$ cat config.mk
export PLATFORM = sky130hd
export DESIGN_NAME = dram_sref_seq
export DESIGN_NICKNAME = d
export VERILOG_FILES = /design/src/rtl/dram_sref_pkg.sv /design/src/rtl/sref_timer.sv /design/src/rtl/sref_burst_engine.sv /design/src/rtl/dram_sref_seq.sv
export SDC_FILE = /design/constraint.sdc
export NUM_CORES = 1
export LEC_CHECK = 0
export ABC_CLOCK_PERIOD_IN_PS = 4900
export BUFFER_PORTS_ARGS = -buffer_cell sky130_fd_sc_hd__clkbuf_2
export CAP_MARGIN = 15
export CORE_MARGIN = 1.5
export CORE_UTILIZATION = 69
export CTS_BUF_LIST = sky130_fd_sc_hd__clkbuf_8
export CTS_CLUSTER_DIAMETER = 30
export DETAILED_ROUTE_END_ITERATION = 7
export HOLD_SLACK_MARGIN = 0.1
export PLACE_DENSITY_LB_ADDON = 0.3
export RECOVER_POWER = 50
export SYNTH_ARGS = -nofsm -noshare
export SYNTH_HDL_FRONTEND = slang
export SYNTH_HIERARCHICAL = 1
export SYNTH_SLANG_ARGS = --single-unit
export TNS_END_PERCENT = 10
$ cat constraint.sdc
create_clock -name clk_i -period 4.9 [get_ports clk_i]
set_input_delay 0.245 -clock clk_i [delete_from_list [all_inputs] [get_ports clk_i]]
set_output_delay 0.245 -clock clk_i [all_outputs]
set_load 0.1 [all_outputs]
$ cat src/rtl/dram_sref_pkg.sv
`timescale 1ns/1ps
package dram_sref_pkg;

  typedef enum logic [2:0] {
    ST_IDLE, ST_PRE_BURST, ST_CBR_SETUP, ST_SR_HOLD,
    ST_SR, ST_EXIT_PRE, ST_POST_BURST, ST_DONE
  } sref_state_e;

  typedef enum logic [1:0] {
    BP_IDLE, BP_LEAD, BP_LOW, BP_HIGH
  } burst_phase_e;

  // ceil(t_ns * 1000 / clk_ps)
  function automatic int unsigned ns_to_cycles(input longint unsigned t_ns,
                                               input longint unsigned clk_ps);
    longint unsigned c;
    c = (t_ns * 64'd1000 + clk_ps - 64'd1) / clk_ps;
    return c[31:0];
  endfunction

endpackage

$ cat src/rtl/sref_timer.sv
`timescale 1ns/1ps
module sref_timer #(
  parameter int unsigned W = 8
) (
  input  logic         clk_i,
  input  logic         rst_ni,
  input  logic         load_i,
  input  logic [W-1:0] load_val_i,
  output logic         zero_o
);
  logic [W-1:0] cnt_q;

  always_ff @(posedge clk_i or negedge rst_ni) begin
    if (!rst_ni)          cnt_q <= '0;
    else if (load_i)      cnt_q <= load_val_i;
    else if (cnt_q != '0) cnt_q <= cnt_q - 1'b1;
  end

  assign zero_o = (cnt_q == '0);

  assert_load_counts_down: assert property (@(posedge clk_i) disable iff (!rst_ni)
    (!load_i && cnt_q != '0) |=> cnt_q == $past(cnt_q) - 1'b1);

endmodule

$ cat src/rtl/sref_burst_engine.sv
`timescale 1ns/1ps
module sref_burst_engine
  import dram_sref_pkg::*;
#(
  parameter int unsigned BURST_COUNT    = 2048,
  parameter int unsigned CAS_LEAD_CYC   = 2,
  parameter int unsigned BURST_LOW_CYC  = 8,
  parameter int unsigned BURST_HIGH_CYC = 14
) (
  input  logic clk_i,
  input  logic rst_ni,
  input  logic start_i,
  output logic ras_no,
  output logic cas_no,
  output logic done_o
);
  localparam int unsigned MAX_A  = (CAS_LEAD_CYC > BURST_LOW_CYC) ? CAS_LEAD_CYC : BURST_LOW_CYC;
  localparam int unsigned MAX_PH = (MAX_A > BURST_HIGH_CYC) ? MAX_A : BURST_HIGH_CYC;
  localparam int unsigned CW     = $clog2(MAX_PH + 1);
  localparam int unsigned PW     = $clog2(BURST_COUNT + 1);

  burst_phase_e  phase_q, phase_d;
  logic [CW-1:0] ph_cnt_q, ph_cnt_d;
  logic [PW-1:0] pulse_q, pulse_d;
  logic          last_pulse;

  assign last_pulse = (pulse_q == PW'(BURST_COUNT - 1));

  always_comb begin
    phase_d  = phase_q;
    ph_cnt_d = ph_cnt_q;
    pulse_d  = pulse_q;
    unique case (phase_q)
      BP_IDLE: if (start_i) begin
        phase_d  = BP_LEAD;
        ph_cnt_d = CW'(CAS_LEAD_CYC - 1);
        pulse_d  = '0;
      end
      BP_LEAD: begin
        if (ph_cnt_q == '0) begin
          phase_d  = BP_LOW;
          ph_cnt_d = CW'(BURST_LOW_CYC - 1);
        end else ph_cnt_d = ph_cnt_q - 1'b1;
      end
      BP_LOW: begin
        if (ph_cnt_q == '0) begin
          phase_d  = BP_HIGH;
          ph_cnt_d = CW'(BURST_HIGH_CYC - 1);
        end else ph_cnt_d = ph_cnt_q - 1'b1;
      end
      BP_HIGH: begin
        if (ph_cnt_q == '0) begin
          if (last_pulse) phase_d = BP_IDLE;
          else begin
            phase_d  = BP_LEAD;
            ph_cnt_d = CW'(CAS_LEAD_CYC - 1);
            pulse_d  = pulse_q + 1'b1;
          end
        end else ph_cnt_d = ph_cnt_q - 1'b1;
      end
    endcase
  end

  always_ff @(posedge clk_i or negedge rst_ni) begin
    if (!rst_ni) begin
      phase_q  <= BP_IDLE;
      ph_cnt_q <= '0;
      pulse_q  <= '0;
    end else begin
      phase_q  <= phase_d;
      ph_cnt_q <= ph_cnt_d;
      pulse_q  <= pulse_d;
    end
  end

  assign done_o = (phase_q == BP_HIGH) && (ph_cnt_q == '0) && last_pulse;
  assign ras_no = (phase_q != BP_LOW);
  assign cas_no = !((phase_q == BP_LEAD) || (phase_q == BP_LOW));

  assert_pulse_bound_R7: assert property (@(posedge clk_i) disable iff (!rst_ni)
    pulse_q < PW'(BURST_COUNT));
  assert_start_only_idle_R7: assert property (@(posedge clk_i) disable iff (!rst_ni)
    start_i |-> phase_q == BP_IDLE);
  assert_cas_leads_ras_R2: assert property (@(posedge clk_i) disable iff (!rst_ni)
    $fell(ras_no) |-> $past(!cas_no));

endmodule

$ cat src/rtl/dram_sref_seq.sv
`timescale 1ns/1ps
module dram_sref_seq
  import dram_sref_pkg::*;
#(
  parameter int unsigned CLK_PERIOD_PS  = 8000,
  parameter int unsigned SPEED_GRADE    = 0,
  parameter int unsigned SREF_MIN_NS    = 100000,
  parameter int unsigned PRE_FAST_NS    = 110,
  parameter int unsigned PRE_SLOW_NS    = 125,
  parameter int unsigned DEADLINE_NS    = 2000000,
  parameter int unsigned BURST_COUNT    = 2048,
  parameter int unsigned CAS_LEAD_CYC   = 2,
  parameter int unsigned BURST_LOW_CYC  = 8,
  parameter int unsigned BURST_HIGH_CYC = 14
) (
  input  logic clk_i,
  input  logic rst_ni,
  input  logic sleep_req_i,
  input  logic burst_mode_i,
  output logic ras_no,
  output logic cas_no,
  output logic sleep_ack_o,
  output logic busy_o
);
  localparam int unsigned SREF_CYC     = ns_to_cycles(SREF_MIN_NS, CLK_PERIOD_PS);
  localparam int unsigned PRE_NS       = (SPEED_GRADE == 0) ? PRE_FAST_NS : PRE_SLOW_NS;
  localparam int unsigned PRE_CYC      = ns_to_cycles(PRE_NS, CLK_PERIOD_PS);
  localparam int unsigned DEADLINE_CYC = ns_to_cycles(DEADLINE_NS, CLK_PERIOD_PS);
  localparam int unsigned MAX_A        = (SREF_CYC > PRE_CYC) ? SREF_CYC : PRE_CYC;
  localparam int unsigned MAX_T        = (MAX_A > CAS_LEAD_CYC) ? MAX_A : CAS_LEAD_CYC;
  localparam int unsigned TW           = $clog2(MAX_T + 1);

  sref_state_e   state_q, state_d;
  logic          mode_q;
  logic          tm_load, tm_zero;
  logic [TW-1:0] tm_val;
  logic          bst_start, bst_done, bst_ras_n, bst_cas_n;

  sref_timer #(.W(TW)) u_timer (
    .clk_i      (clk_i),
    .rst_ni     (rst_ni),
    .load_i     (tm_load),
    .load_val_i (tm_val),
    .zero_o     (tm_zero)
  );

  sref_burst_engine #(
    .BURST_COUNT    (BURST_COUNT),
    .CAS_LEAD_CYC   (CAS_LEAD_CYC),
    .BURST_LOW_CYC  (BURST_LOW_CYC),
    .BURST_HIGH_CYC (BURST_HIGH_CYC)
  ) u_burst (
    .clk_i   (clk_i),
    .rst_ni  (rst_ni),
    .start_i (bst_start),
    .ras_no  (bst_ras_n),
    .cas_no  (bst_cas_n),
    .done_o  (bst_done)
  );

  always_comb begin
    state_d   = state_q;
    tm_load   = 1'b0;
    tm_val    = '0;
    bst_start = 1'b0;
    case (state_q)
      ST_IDLE: if (sleep_req_i) begin
        if (burst_mode_i) begin
          state_d   = ST_PRE_BURST;
          bst_start = 1'b1;
        end else begin
          state_d = ST_CBR_SETUP;
          tm_load = 1'b1;
          tm_val  = TW'(CAS_LEAD_CYC - 1);
        end
      end
      ST_PRE_BURST: if (bst_done) begin
        state_d = ST_CBR_SETUP;
        tm_load = 1'b1;
        tm_val  = TW'(CAS_LEAD_CYC - 1);
      end
      ST_CBR_SETUP: if (tm_zero) begin
        state_d = ST_SR_HOLD;
        tm_load = 1'b1;
        tm_val  = TW'(SREF_CYC - 1);
      end
      ST_SR_HOLD: if (tm_zero) state_d = ST_SR;  // wake held off until minimum met
      ST_SR: if (!sleep_req_i) begin
        state_d = ST_EXIT_PRE;
        tm_load = 1'b1;
        tm_val  = TW'(PRE_CYC - 1);
      end
      ST_EXIT_PRE: if (tm_zero) begin
        if (mode_q) begin
          state_d   = ST_POST_BURST;
          bst_start = 1'b1;
        end else state_d = ST_DONE;
      end
      ST_POST_BURST: if (bst_done) state_d = ST_DONE;
      ST_DONE: state_d = ST_IDLE;
      default: state_d = ST_IDLE;
    endcase
  end

  always_ff @(posedge clk_i or negedge rst_ni) begin
    if (!rst_ni) begin
      state_q <= ST_IDLE;
      mode_q  <= 1'b0;
    end else begin
      state_q <= state_d;
      if (state_q == ST_IDLE && sleep_req_i) mode_q <= burst_mode_i;
    end
  end

  always_comb begin
    ras_no = 1'b1;
    cas_no = 1'b1;
    case (state_q)
      ST_PRE_BURST, ST_POST_BURST: begin
        ras_no = bst_ras_n;
        cas_no = bst_cas_n;
      end
      ST_CBR_SETUP: cas_no = 1'b0;
      ST_SR_HOLD, ST_SR: begin
        ras_no = 1'b0;
        cas_no = 1'b0;
      end
      default: ;
    endcase
  end

  assign sleep_ack_o = (state_q == ST_SR);
  assign busy_o      = (state_q != ST_IDLE);

  // checker counters
  logic [31:0] low_cnt_q, hi_cnt_q, gap_pre_q, gap_post_q;
  always_ff @(posedge clk_i or negedge rst_ni) begin
    if (!rst_ni) begin
      low_cnt_q  <= '0;
      hi_cnt_q   <= '0;
      gap_pre_q  <= '0;
      gap_post_q <= '0;
    end else begin
      low_cnt_q  <= (!ras_no && !cas_no) ? ((low_cnt_q == '1) ? low_cnt_q : low_cnt_q + 1) : '0;
      hi_cnt_q   <= ras_no ? ((hi_cnt_q == '1) ? hi_cnt_q : hi_cnt_q + 1) : '0;
      gap_pre_q  <= (state_q == ST_CBR_SETUP && mode_q) ? gap_pre_q + 1 : '0;
      gap_post_q <= (state_q == ST_EXIT_PRE || state_q == ST_POST_BURST) ? gap_post_q + 1 : '0;
    end
  end

  assert_idle_strobes_R1: assert property (@(posedge clk_i) disable iff (!rst_ni)
    !busy_o |-> (ras_no && cas_no && !sleep_ack_o));
  assert_cas_not_high_alone_R2: assert property (@(posedge clk_i) disable iff (!rst_ni)
    !(!ras_no && cas_no));
  assert_cbr_order_R2: assert property (@(posedge clk_i) disable iff (!rst_ni)
    $fell(ras_no) |-> $past(!cas_no));
  assert_ack_strobes_low_R3: assert property (@(posedge clk_i) disable iff (!rst_ni)
    sleep_ack_o |-> (!ras_no && !cas_no));
  assert_ack_after_hold_R3: assert property (@(posedge clk_i) disable iff (!rst_ni)
    $rose(sleep_ack_o) |-> low_cnt_q >= 32'(SREF_CYC));
  assert_ack_drop_R5: assert property (@(posedge clk_i) disable iff (!rst_ni)
    (sleep_ack_o && !sleep_req_i) |=> (!sleep_ack_o && ras_no && cas_no));
  assert_precharge_R6: assert property (@(posedge clk_i) disable iff (!rst_ni)
    (state_q == ST_EXIT_PRE && state_d != ST_EXIT_PRE) |-> (hi_cnt_q + 32'd1) >= 32'(PRE_CYC));
  assert_pre_gap_R9: assert property (@(posedge clk_i) disable iff (!rst_ni)
    gap_pre_q < 32'(DEADLINE_CYC));
  assert_post_gap_R9: assert property (@(posedge clk_i) disable iff (!rst_ni)
    gap_post_q < 32'(DEADLINE_CYC));
  assert_busy_with_ack_R10: assert property (@(posedge clk_i) disable iff (!rst_ni)
    sleep_ack_o |-> busy_o);

endmodule

==> results.sh, run 1 <==
export IMPL_status="finished, violations left"
export IMPL_violations="capacitance limit, slew limit"
export IMPL_rsz0062_at_grt="no"
export IMPL_ys_flop_type="dfrtp_1"
export IMPL_r2r_cells=9
export IMPL_p_leak_nw=1.04
export IMPL_numPortBuffers=7
export IMPL_cts_root_buffer="clkbuf_8"
export IMPL_avgSynthCellArea_um2=8.95
export IMPL_fillerInstances=257
export IMPL_cts_tree="done"
export IMPL_finalNetCount=298
export IMPL_maxSlewViolCount=37
export IMPL_path_max_fanout=15
export IMPL_yosysMostFrequentCell="dfrtp_1"
export IMPL_die_x_um=62.6
export IMPL_cts_sinks=36
export IMPL_cp_required_ns=5.12
export IMPL_setup_violations=0
export IMPL_std_cell_rows=21
export IMPL_gp_congestion=0.860
export IMPL_die_h_um=62.6
export IMPL_p_per_area_nw_per_um2=475
export IMPL_synth_cells=274
export IMPL_yosys_warnings=6
export IMPL_place_worst_setup_slack_ns=1.81
export IMPL_clk_pin_slew_worst_paths_ns=0.08
export IMPL_grt_overflow_total=0
export IMPL_wl_per_cell_um=15.1
export IMPL_synthTopCellsByArea="dfrtp_1 (37%), ha_1 (5.6%), nand2_1 (4.6%)"
export IMPL_cts_resized=0
export IMPL_fin_setup_tns_ns=0
export IMPL_endpoint="u_burst/pulse_q[4]"
export IMPL_globalRouteMet1Util_pct=32.3
export IMPL_async_flop_share_pct=100
export IMPL_maxCapViolCount=1
export IMPL_multi_input_comb_area_um2=1460
export IMPL_clock_skew_ns=0.00871
export IMPL_setup_ws_ns=1.76
export IMPL_first_global_vias=1989
export IMPL_hold_violations=0
export IMPL_routed_wl_mm=5.00
export IMPL_endpoint_kind="register"
export IMPL_slew_limit_headroom_pct=-26.5
export IMPL_io_pins=8
export IMPL_drive_gt1_share_pct=9.15
export IMPL_synth_edff_count=0
export IMPL_drt_first_pass_iters=4
export IMPL_yosys_cell_types_count=59
export IMPL_period_share_pct=64.0
export IMPL_cts_setup_buffers=0
export IMPL_dieArea_um2=3920
export IMPL_clock_latency_ns=0.30
export IMPL_hp_class="input port to register"
export IMPL_syn2layout_area_growth_pct=6.43
export IMPL_yosys_area_top_type="dfrtp_1"
export IMPL_start_kind="register"
export IMPL_finalCriticalPeriod_ns=3.14
export IMPL_worst_setup_path_type="register to register"
export IMPL_start_util_pct=73.0
export IMPL_worstMarginPinSlew_ns=1.90
export IMPL_core_area_um2=3360
export IMPL_synthTopCellsByCount="dfrtp_1 (36), nand2_1 (30), nor2_1 (17)"
export IMPL_vias=2069
export IMPL_whs_path_depth=3
export IMPL_fmax_mhz=319
export IMPL_timing_rr_end="u_burst/pulse_q[4]"
export IMPL_grt_busiest_layer="met2"
export IMPL_crit_start="u_timer/cnt_q[5]"
export IMPL_critical_path_arrival_ns=3.36
export IMPL_cts_buffers=5
export IMPL_grt_usage_pct=27.8
export IMPL_met3_usage_pct=5.77
export IMPL_met2_usage_pct=48.9
export IMPL_synth_area_um2=2450
export IMPL_max_vdd_ir_drop_uv=559
export IMPL_grt_max_degree=37
export IMPL_ant_nets=0
export IMPL_dpl_hpwl_mm=3.52
export IMPL_synth_top_area_share_pct=36.7
export IMPL_clk_path_buf_depth=2
export IMPL_synth_seq_cells=36
export IMPL_seq_area_um2=901
export IMPL_r2r_start="u_timer/cnt_q[5]"
export IMPL_avgViaCountPerCell=6.27
export IMPL_finalPower_mw=1.24
export IMPL_drc_errors=0
export IMPL_grt_pass1_wl_mm=8.65
export IMPL_ys_seq_area_share_pct=36.7
export IMPL_num_antenna_cells=0
export IMPL_reg2reg_setup_slack_ns=1.76
export IMPL_antenna_found_initial=0
export IMPL_drtIter0Drc=167
export IMPL_htreeDepth=2
report_power, final:
group          total (mW)  internal [mW]  switching (mW)
logic               0.574          0.194           0.380
clock network       0.213         0.0990           0.113
registers           0.454          0.369          0.0851
total                1.24          0.662           0.579
critical path: stages (launching register included):
cell and delay, ns:
dfrtp_1 0.44, or4_4 0.61, nor2_1 0.19, and3_1 0.27
nand4_1 0.11, nand2_1 0.18, nor2b_1 0.12, a211o_1 0.46
or4_1 0.52, a21oi_1 0.17
how the worst min path moves through the flow:
stage | from | slack (ns) | end
floorplan | rst_ni | -0.05 | mode_q
global placement | rst_ni | 0.40 | u_burst/ph_cnt_q[1]
detailed placement | rst_ni | 0.40 | u_burst/ph_cnt_q[0]
CTS | burst_mode_i | 0.25 | mode_q
global route | burst_mode_i | 0.27 | mode_q
finish | burst_mode_i | 0.26 | mode_q
registers in the layout, indices dropped and copies added, names as in the netlist:
signal and flops:
u_burst/phase_q 2, u_burst/ph_cnt_q 4, u_burst/pulse_q 12, state_q 3, mode_q 1, u_timer/cnt_q 14
cell type report:
cell class,instances,share of cell area (%)
multi-input cells,216,55.7
flip-flops and latches,36,34.5
clock buffers,5,2.64
repair buffers,10,2.20
well taps,46,2.20
inverters,14,2.01
clock inverters,3,0.719
layout by cell type (no fill, tap or decap), drive strengths merged, types with 6 or more instances in the layout:
| cell type | Yosys | layout |
|---|---|---|
| clkbuf | 5 | 12 |
| nand2 | 30 | 30 |
| nor2 | 17 | 17 |
| o31ai | 7 | 7 |
| o21ai | 18 | 18 |
| xnor2 | 8 | 8 |
| nand3 | 6 | 6 |
| nor4 | 7 | 7 |
| a21oi | 16 | 16 |
| dfrtp | 36 | 36 |
| nor3 | 9 | 9 |
| inv | 14 | 14 |
| ha | 11 | 11 |
| or4 | 7 | 7 |
through the flow:
step | hold slack, ns | cells | area, um2 | util (%)
3_5_place_dp | 0.404 | 321 | 2520 | 74.8
2_1_floorplan | -0.0506 | 278 | 2470 | -
3_3_place_gp | 0.405 | 321 | 2520 | 74.8
5_1_grt | 0.273 | 330 | 2610 | 77.6
4_1_cts | 0.246 | 330 | 2610 | 77.7
6_report | 0.262 | 330 | 2610 | 77.6
timing repair:
| action | 4_1_cts | 5_1_grt |
|---|---|---|
| endpoints found under the hold margin | 36 | 0 |
| setup endpoints to repair | 0 | 0 |
| hold buffers | 1 | 0 |
routing by layer:
metal | vias to the layer above | wire (um)
met3 | 14 | 177
met4 | 0 | 125
met2 | 43 | 2420
met5 | - | 0
li1 | 1026 | -
met1 | 986 | 2270
cell families after synthesis:
family	after synthesis	synth area share (%)
other cells	1	0.153
fa+ha+maj	11	5.61
compound gates	76	21.2
buf+inv	26	4.59
mux	7	2.96
simple gates	105	24.5
xor+xnor	12	4.28
flops	36	36.7
(Power assumes the default switching activity.)
==> run 2: changes to the inputs <==
- ABC_AREA: unset -> 1
- ABC_CLOCK_PERIOD_IN_PS: 4900 -> 3000
- CORE_UTILIZATION: 69 -> 65
- clock period: 4.9 -> 3 ns (I/O delays scaled with it)
==> results.sh, run 2 <==
export IMPL_r2r_cells=15
export IMPL_htreeDepth=2
export IMPL_worstMarginPinSlew_ns=1.98
export IMPL_io_pins=8
export IMPL_num_antenna_cells=0
export IMPL_first_global_vias=2327
export IMPL_drtIter0Drc=241
export IMPL_period_share_pct=94.4
export IMPL_clk_pin_slew_worst_paths_ns=0.08
export IMPL_wl_met1_mm=2.64
export IMPL_finalPower_mw=3.13
export IMPL_largest_reg_flops=14
export IMPL_reg_top3="u_timer/cnt_q x14, u_burst/pulse_q x12, u_burst/ph_cnt_q x4"
export IMPL_cts_sinks=36
export IMPL_critical_path_arrival_ns=3.06
export IMPL_maxSlewViolCount=37
export IMPL_power_switching_mw=1.67
export IMPL_worst_setup_path_type="register to register"
export IMPL_cts_root_buffer="clkbuf_8"
export IMPL_r2r_start="u_timer/cnt_q[0]"
export IMPL_synth_edff_count=0
export IMPL_synth_seq_cells=36
export IMPL_holdWs_ns=0.185
export IMPL_cts_buffers=5
export IMPL_std_cell_rows=23
export IMPL_endpoint_kind="register"
export IMPL_ant_nets=0
export IMPL_drive_gt1_share_pct=13.7
export IMPL_p_per_area_nw_per_um2=1050
export IMPL_clock_latency_ns=0.30
export IMPL_syn2layout_area_growth_pct=8.87
export IMPL_power_frac_seq_pct=26.2
export IMPL_p_leak_nw=1.52
export IMPL_clk_path_buf_depth=2
export IMPL_slew_limit_headroom_pct=-31.7
export IMPL_vias=2613
export IMPL_whs_path_depth=3
export IMPL_drt_first_pass_iters=4
export IMPL_dieArea_um2=4610
export IMPL_avgViaCountPerCell=5.42
export IMPL_antenna_found_initial=0
export IMPL_dpl_hpwl_mm=4.03
export IMPL_die_x_um=67.9
export IMPL_max_vdd_ir_drop_uv=948
export IMPL_ys_flop_type="dfrtp_1"
export IMPL_drc_errors=0
export IMPL_grt_overflow_total=0
export IMPL_path_max_fanout=11
export IMPL_final_common_cell="nand2_1"
export IMPL_grt_pass1_wl_mm=9.42
export IMPL_yosysMostFrequentCell="nand2_1"
export IMPL_synth_area_um2=2740
export IMPL_synthTopCellsByArea="dfrtp_1 (33%), nand2_1 (17%), nand3_1 (9.9%)"
export IMPL_reg2reg_setup_slack_ns=0.17
export IMPL_layout_common_cells="nand2_1 (123), inv_1 (56), nand3_1 (54)"
export IMPL_yosys_warnings=6
export IMPL_fin_cells=482
export IMPL_intPower_mw=1.46
export IMPL_avgSynthCellArea_um2=6.64
export IMPL_synthTopCellsByCount="nand2_1 (123), inv_1 (55), nand3_1 (54)"
export IMPL_status="finished, violations left"
export IMPL_setup_violations=0
export IMPL_synth_top_area_share_pct=32.9
export IMPL_switching_share_pct=53.3
export IMPL_top_register="u_timer/cnt_q"
export IMPL_violations="capacitance limit, slew limit"
export IMPL_synth_cells=412
export IMPL_cts_tree="done"
export IMPL_async_flop_share_pct=100
export IMPL_finalNetCount=446
export IMPL_routed_wl_mm=5.76
export IMPL_hold_violations=0
export IMPL_die_h_um=67.9
export IMPL_start_util_pct=68.0
export IMPL_grt_max_degree=37
export IMPL_wl_per_cell_um=11.9
export IMPL_holdPathEnd="mode_q"
export IMPL_holdCritStartpoint="burst_mode_i"
export IMPL_numPortBuffers=7
export IMPL_cp_required_ns=3.22
export IMPL_hp_class="input port to register"
export IMPL_fmax_mhz=353
export IMPL_p_clk_share_pct=13.7
export IMPL_clock_skew_ns=0.0113
export IMPL_pwr_share_comb_pct=60.2
export IMPL_gp_congestion=0.897
export IMPL_maxCapViolCount=1
export IMPL_timing_rr_end="u_burst/pulse_q[6]"
export IMPL_start_kind="register"
export IMPL_yosys_cell_types_count=30
export IMPL_wl_met3_um=257
export IMPL_yosys_area_top_type="dfrtp_1"
export IMPL_grt_usage_pct=26.8
export IMPL_top_layer_used="met4"
export IMPL_dp_cells=470
export IMPL_core_area_um2=4030
export IMPL_route_met2_wl_mm=2.77
export IMPL_finalCriticalPeriod_ns=2.83
export IMPL_ys_seq_area_share_pct=32.9
## run 2: cell count changes in the layout (fill, tap and decap cells not counted), sizes merged, moves of 6 or more
| cell | delta |
|---|---|
| o21ai | +13 |
| xnor2 | -8 |
| nand3 | +52 |
| inv | +43 |
| or4 | -7 |
| nor4 | -7 |
| a21oi | -8 |
| nand2 | +101 |
| nor3 | -6 |
| o31ai | -6 |
| nor2 | +33 |
## run 2: per-stage QoR
step / util, % / setup TNS [ns] / cell area, um2 / worst slack [ns]
3_3_place_gp: 70.3 / 0 / 2830 / 0.171
3_5_place_dp: 70.3 / 0 / 2830 / 0.0369
2_1_floorplan: - / -0.119 / 2760 / -0.119
6_report: 74.0 / 0 / 2980 / 0.169
5_1_grt: 74.0 / -0.302 / 2980 / -0.0550
4_1_cts: 73.2 / 0 / 2950 / 0.0327
## run 2: worst max-delay path by stage
stage / start / end / slack [ns] / cells past startpoint
2_1_floorplan: state_q[0] / cas_no / -0.12 / 5
3_3_place_gp: u_timer/cnt_q[0] / u_burst/pulse_q[10] / 0.17 / 15
3_5_place_dp: u_timer/cnt_q[0] / u_burst/pulse_q[2] / 0.04 / 15
4_1_cts: u_timer/cnt_q[0] / u_burst/pulse_q[2] / 0.03 / 15
5_1_grt: u_timer/cnt_q[1] / u_burst/pulse_q[6] / -0.05 / 15
6_report: u_timer/cnt_q[0] / u_burst/pulse_q[6] / 0.17 / 15
## run 2: layout make-up
cell class                 instances  area, um2
multi-input combinational        316       1610
fill                             333       1050
sequential                        36        901
inverter                          59        224
timing repair buffer              13       80.1
clock buffer                       5       68.8
tap                               50       62.6
clock inverter                     3       38.8
## run 2: layer usage
metal	GRT usage [%]	vias up
met5	0	-
li1	-	1348
met1	32.4	1184
met3	6.41	10
met2	46.4	71
met4	10.0	0
## run 2: worst max-delay path, stage by stage, from the launching register on
cell	delay [ns]
dfrtp_1	0.38
inv_1	0.13
ha_1	0.22
nand2_2	0.11
nor2_2	0.16
nand4_1	0.10
nor3_1	0.21
inv_1	0.14
o32ai_1	0.33
nor2_1	0.12
inv_2	0.11
o21ai_0	0.11
nor2_2	0.18
buf_4	0.15
nand2_4	0.12
o21ai_0	0.18
## run 2: power by group through the flow
| stage | combinational, mW | clock (mW) | sequential (mW) |
|---|---|---|---|
| after detailed placement | 1.79 | 0 | 0.822 |
| after global routing | 2.12 | 0.458 | 0.843 |
| after global placement | 1.75 | 0 | 0.823 |
| after floorplan | 1.57 | 0 | 0.777 |
| final | 1.88 | 0.429 | 0.819 |
| after CTS | 1.80 | 0.435 | 0.816 |
## run 2: cell families after synthesis
group / count (synthesis) / share of synthesized area, %
flip-flops: 36 / 32.9
AO/OA/AOI/OAI: 43 / 9.32
adder cells (fa/ha/maj): 11 / 5.03
other: 1 / 0.137
AND/OR/NAND/NOR: 256 / 42.7
buffers and inverters: 65 / 9.87
## run 2: what timing repair did
action | in CTS | in global routing
endpoints found under the setup margin | 0 | 12
gates resized for setup | 0 | 3
hold buffers | 1 | 0
buffers inserted | 0 | 2
endpoints found under the hold margin | 36 | 0
==> run 3: changes to the inputs <==
- PLACE_DENSITY_LB_ADDON: 0.3 -> 0.08
==> results.sh, run 3 (synthesis gave the netlist of run 2 again) <==
export IMPL_cts_root_buffer="clkbuf_8"
export IMPL_worst_setup_path_type="register to register"
export IMPL_grt_pass1_wl_mm=9.83
export IMPL_setup_ws_ns=0.297
export IMPL_stdcell_area_um2=2950
export IMPL_intPower_mw=1.40
export IMPL_drc_errors=0
export IMPL_status="finished, violations left"
export IMPL_num_antenna_cells=0
export IMPL_vias=2571
export IMPL_power_switching_mw=1.65
export IMPL_hold_violations=0
export IMPL_gp_congestion=0.946
export IMPL_setup_violations=0
export IMPL_utilization_pct=73.2
export IMPL_p_per_area_nw_per_um2=1040
export IMPL_largest_reg_flops=14
export IMPL_die_x_um=67.9
export IMPL_final_common_cell="nand2_1"
export IMPL_wl_per_cell_um=12.0
export IMPL_placed_area_um2=2830
export IMPL_crit_chain="inv_1 -> ha_1 -> nand2_2 -> nor2_2 -> nand4_1 -> nor3_1 -> inv_1 -> o32ai_1 -> nor2_1 -> inv_2 -> o21ai_0 -> nor2_2 -> nand2_4 -> nand2_1 -> o21ai_2"
export IMPL_first_global_vias=2361
export IMPL_rsz0062_at_grt="no"
export IMPL_die_h_um=67.9
export IMPL_place_worst_setup_slack_ns=0.103
export IMPL_slew_limit_headroom_pct=-31.9
export IMPL_std_cell_rows=23
export IMPL_drtIter0Drc=212
export IMPL_hp_class="input port to register"
export IMPL_numPortBuffers=7
export IMPL_dp_cells=470
export IMPL_dpl_hpwl_mm=4.16
export IMPL_violations="capacitance limit, slew limit"
export IMPL_power_frac_seq_pct=26.9
export IMPL_fmax_mhz=370
export IMPL_reg_top3="u_timer/cnt_q x14, u_burst/pulse_q x12, u_burst/ph_cnt_q x4"
export IMPL_syn2layout_area_growth_pct=7.77
export IMPL_fillerInstances=352
export IMPL_start_kind="register"
export IMPL_critical_path_arrival_ns=2.88
export IMPL_path_max_fanout=22
export IMPL_cts_sinks=36
export IMPL_core_area_um2=4030
export IMPL_avgViaCountPerCell=5.37
export IMPL_maxCapViolCount=1
export IMPL_fin_setup_tns_ns=0
export IMPL_holdWs_ns=0.165
export IMPL_routed_wl_mm=5.75
export IMPL_max_vdd_ir_drop_uv=846
export IMPL_finalPower_mw=3.06
export IMPL_max_stage_delay_ns=0.38
export IMPL_clk_path_buf_depth=2
export IMPL_grt_max_degree=37
export IMPL_maxSlewViolCount=37
export IMPL_drt_first_pass_iters=5
export IMPL_clock_skew_ns=0.00468
export IMPL_htreeDepth=2
export IMPL_ant_nets=0
export IMPL_start_util_pct=68.0
export IMPL_cp_required_ns=3.18
export IMPL_finalCriticalPeriod_ns=2.70
export IMPL_cpMaxStageDelayCell="dfrtp_1"
export IMPL_pwr_share_comb_pct=60.6
export IMPL_switching_share_pct=54.1
export IMPL_io_pins=8
export IMPL_drive_gt1_share_pct=13.3
export IMPL_dieArea_um2=4610
export IMPL_p_leak_nw=1.51
export IMPL_cts_buffers=5
export IMPL_clk_pin_slew_worst_paths_ns=0.07
export IMPL_worstMarginPinSlew_ns=1.98
export IMPL_clock_latency_ns=0.30
export IMPL_cts_tree="done"
export IMPL_grt_overflow_total=0
export IMPL_fin_cells=479
export IMPL_period_share_pct=90.1
export IMPL_endpoint_kind="register"
export IMPL_antenna_found_initial=0
export IMPL_grt_usage_pct=28.0
export IMPL_finalNetCount=444
export IMPL_layout_common_cells="nand2_1 (123), inv_1 (55), nand3_1 (54)"
export IMPL_top_register="u_timer/cnt_q"
export IMPL_p_clk_share_pct=12.4
-- run 3: changes by cell type in the layout (fill, tap and decap cells not counted) --
| cell | previous run | this run |
|---|---|---|
| nand2_4 | 3 | 2 |
| clkinv_2 | 3 | 2 |
| buf_4 | 5 | 4 |
| bufinv_16 | 1 | 0 |
| inv_1 | 56 | 55 |
| clkbuf_8 | 5 | 7 |
-- run 3: worst paths after layout --
path,from,end,slack [ns],cells after the start
setup / recovery,u_timer/cnt_q[0],u_burst/pulse_q[11],0.30,15
hold / removal,burst_mode_i,mode_q,0.17,3
setup reg to reg,u_timer/cnt_q[0],u_burst/pulse_q[11],0.30,15
hold reg to reg,u_burst/ph_cnt_q[0],u_burst/ph_cnt_q[0],0.48,2
max in group asynchronous,rst_ni,u_burst/pulse_q[8],0.91,2
min in group asynchronous,rst_ni,u_burst/pulse_q[5],0.94,2
-- run 3: cell type report --
type                            instances  area, um2  share of cell area, %
Multi-Input combinational cell        315       1590                   54.0
Sequential cell                        36        901                   30.5
Inverter                               59        224                   7.59
Clock buffer                            7       96.3                   3.27
Timing Repair Buffer                   12       72.6                   2.46
Tap cell                               50       62.6                   2.12
-- run 3: power by group through the flow --
stage          Combinational [mW]  Sequential, mW  Clock, mW
2_1_floorplan                1.57           0.777          0
3_3_place_gp                 1.77           0.827          0
3_5_place_dp                 1.81           0.827          0
4_1_cts                      1.82           0.820      0.386
5_1_grt                      2.09           0.845      0.407
6_report                     1.85           0.824      0.381
-- run 3: worst max-delay path: cells and delay by family, from the launching register on --
family,cells,cell delay (ns)
AND/OR/NAND/NOR,8,1.13
adder cells (fa/ha/maj),1,0.23
buffers and inverters,3,0.36
AO/OA/AOI/OAI,3,0.47
flip-flops,1,0.38
-- run 3: per-layer routing --
metal  wire length [um]  part of all wire [%]  global-route usage [%]  up-vias
met5                  0                     0                       0        -
met4                117                   2.0                    11.3        0
met3                234                   4.1                    4.28       13
met2               2760                    48                    49.9       61
met1               2640                    46                    33.8     1152
li1                   -                     -                       -     1345
-- run 3: timing repair --
item | in CTS | in global routing
gates resized for setup | 0 | 2
hold buffers | 1 | 0
endpoints found under the setup margin | 0 | 12
endpoints found under the hold margin | 36 | 0
setup buffers | 0 | 1
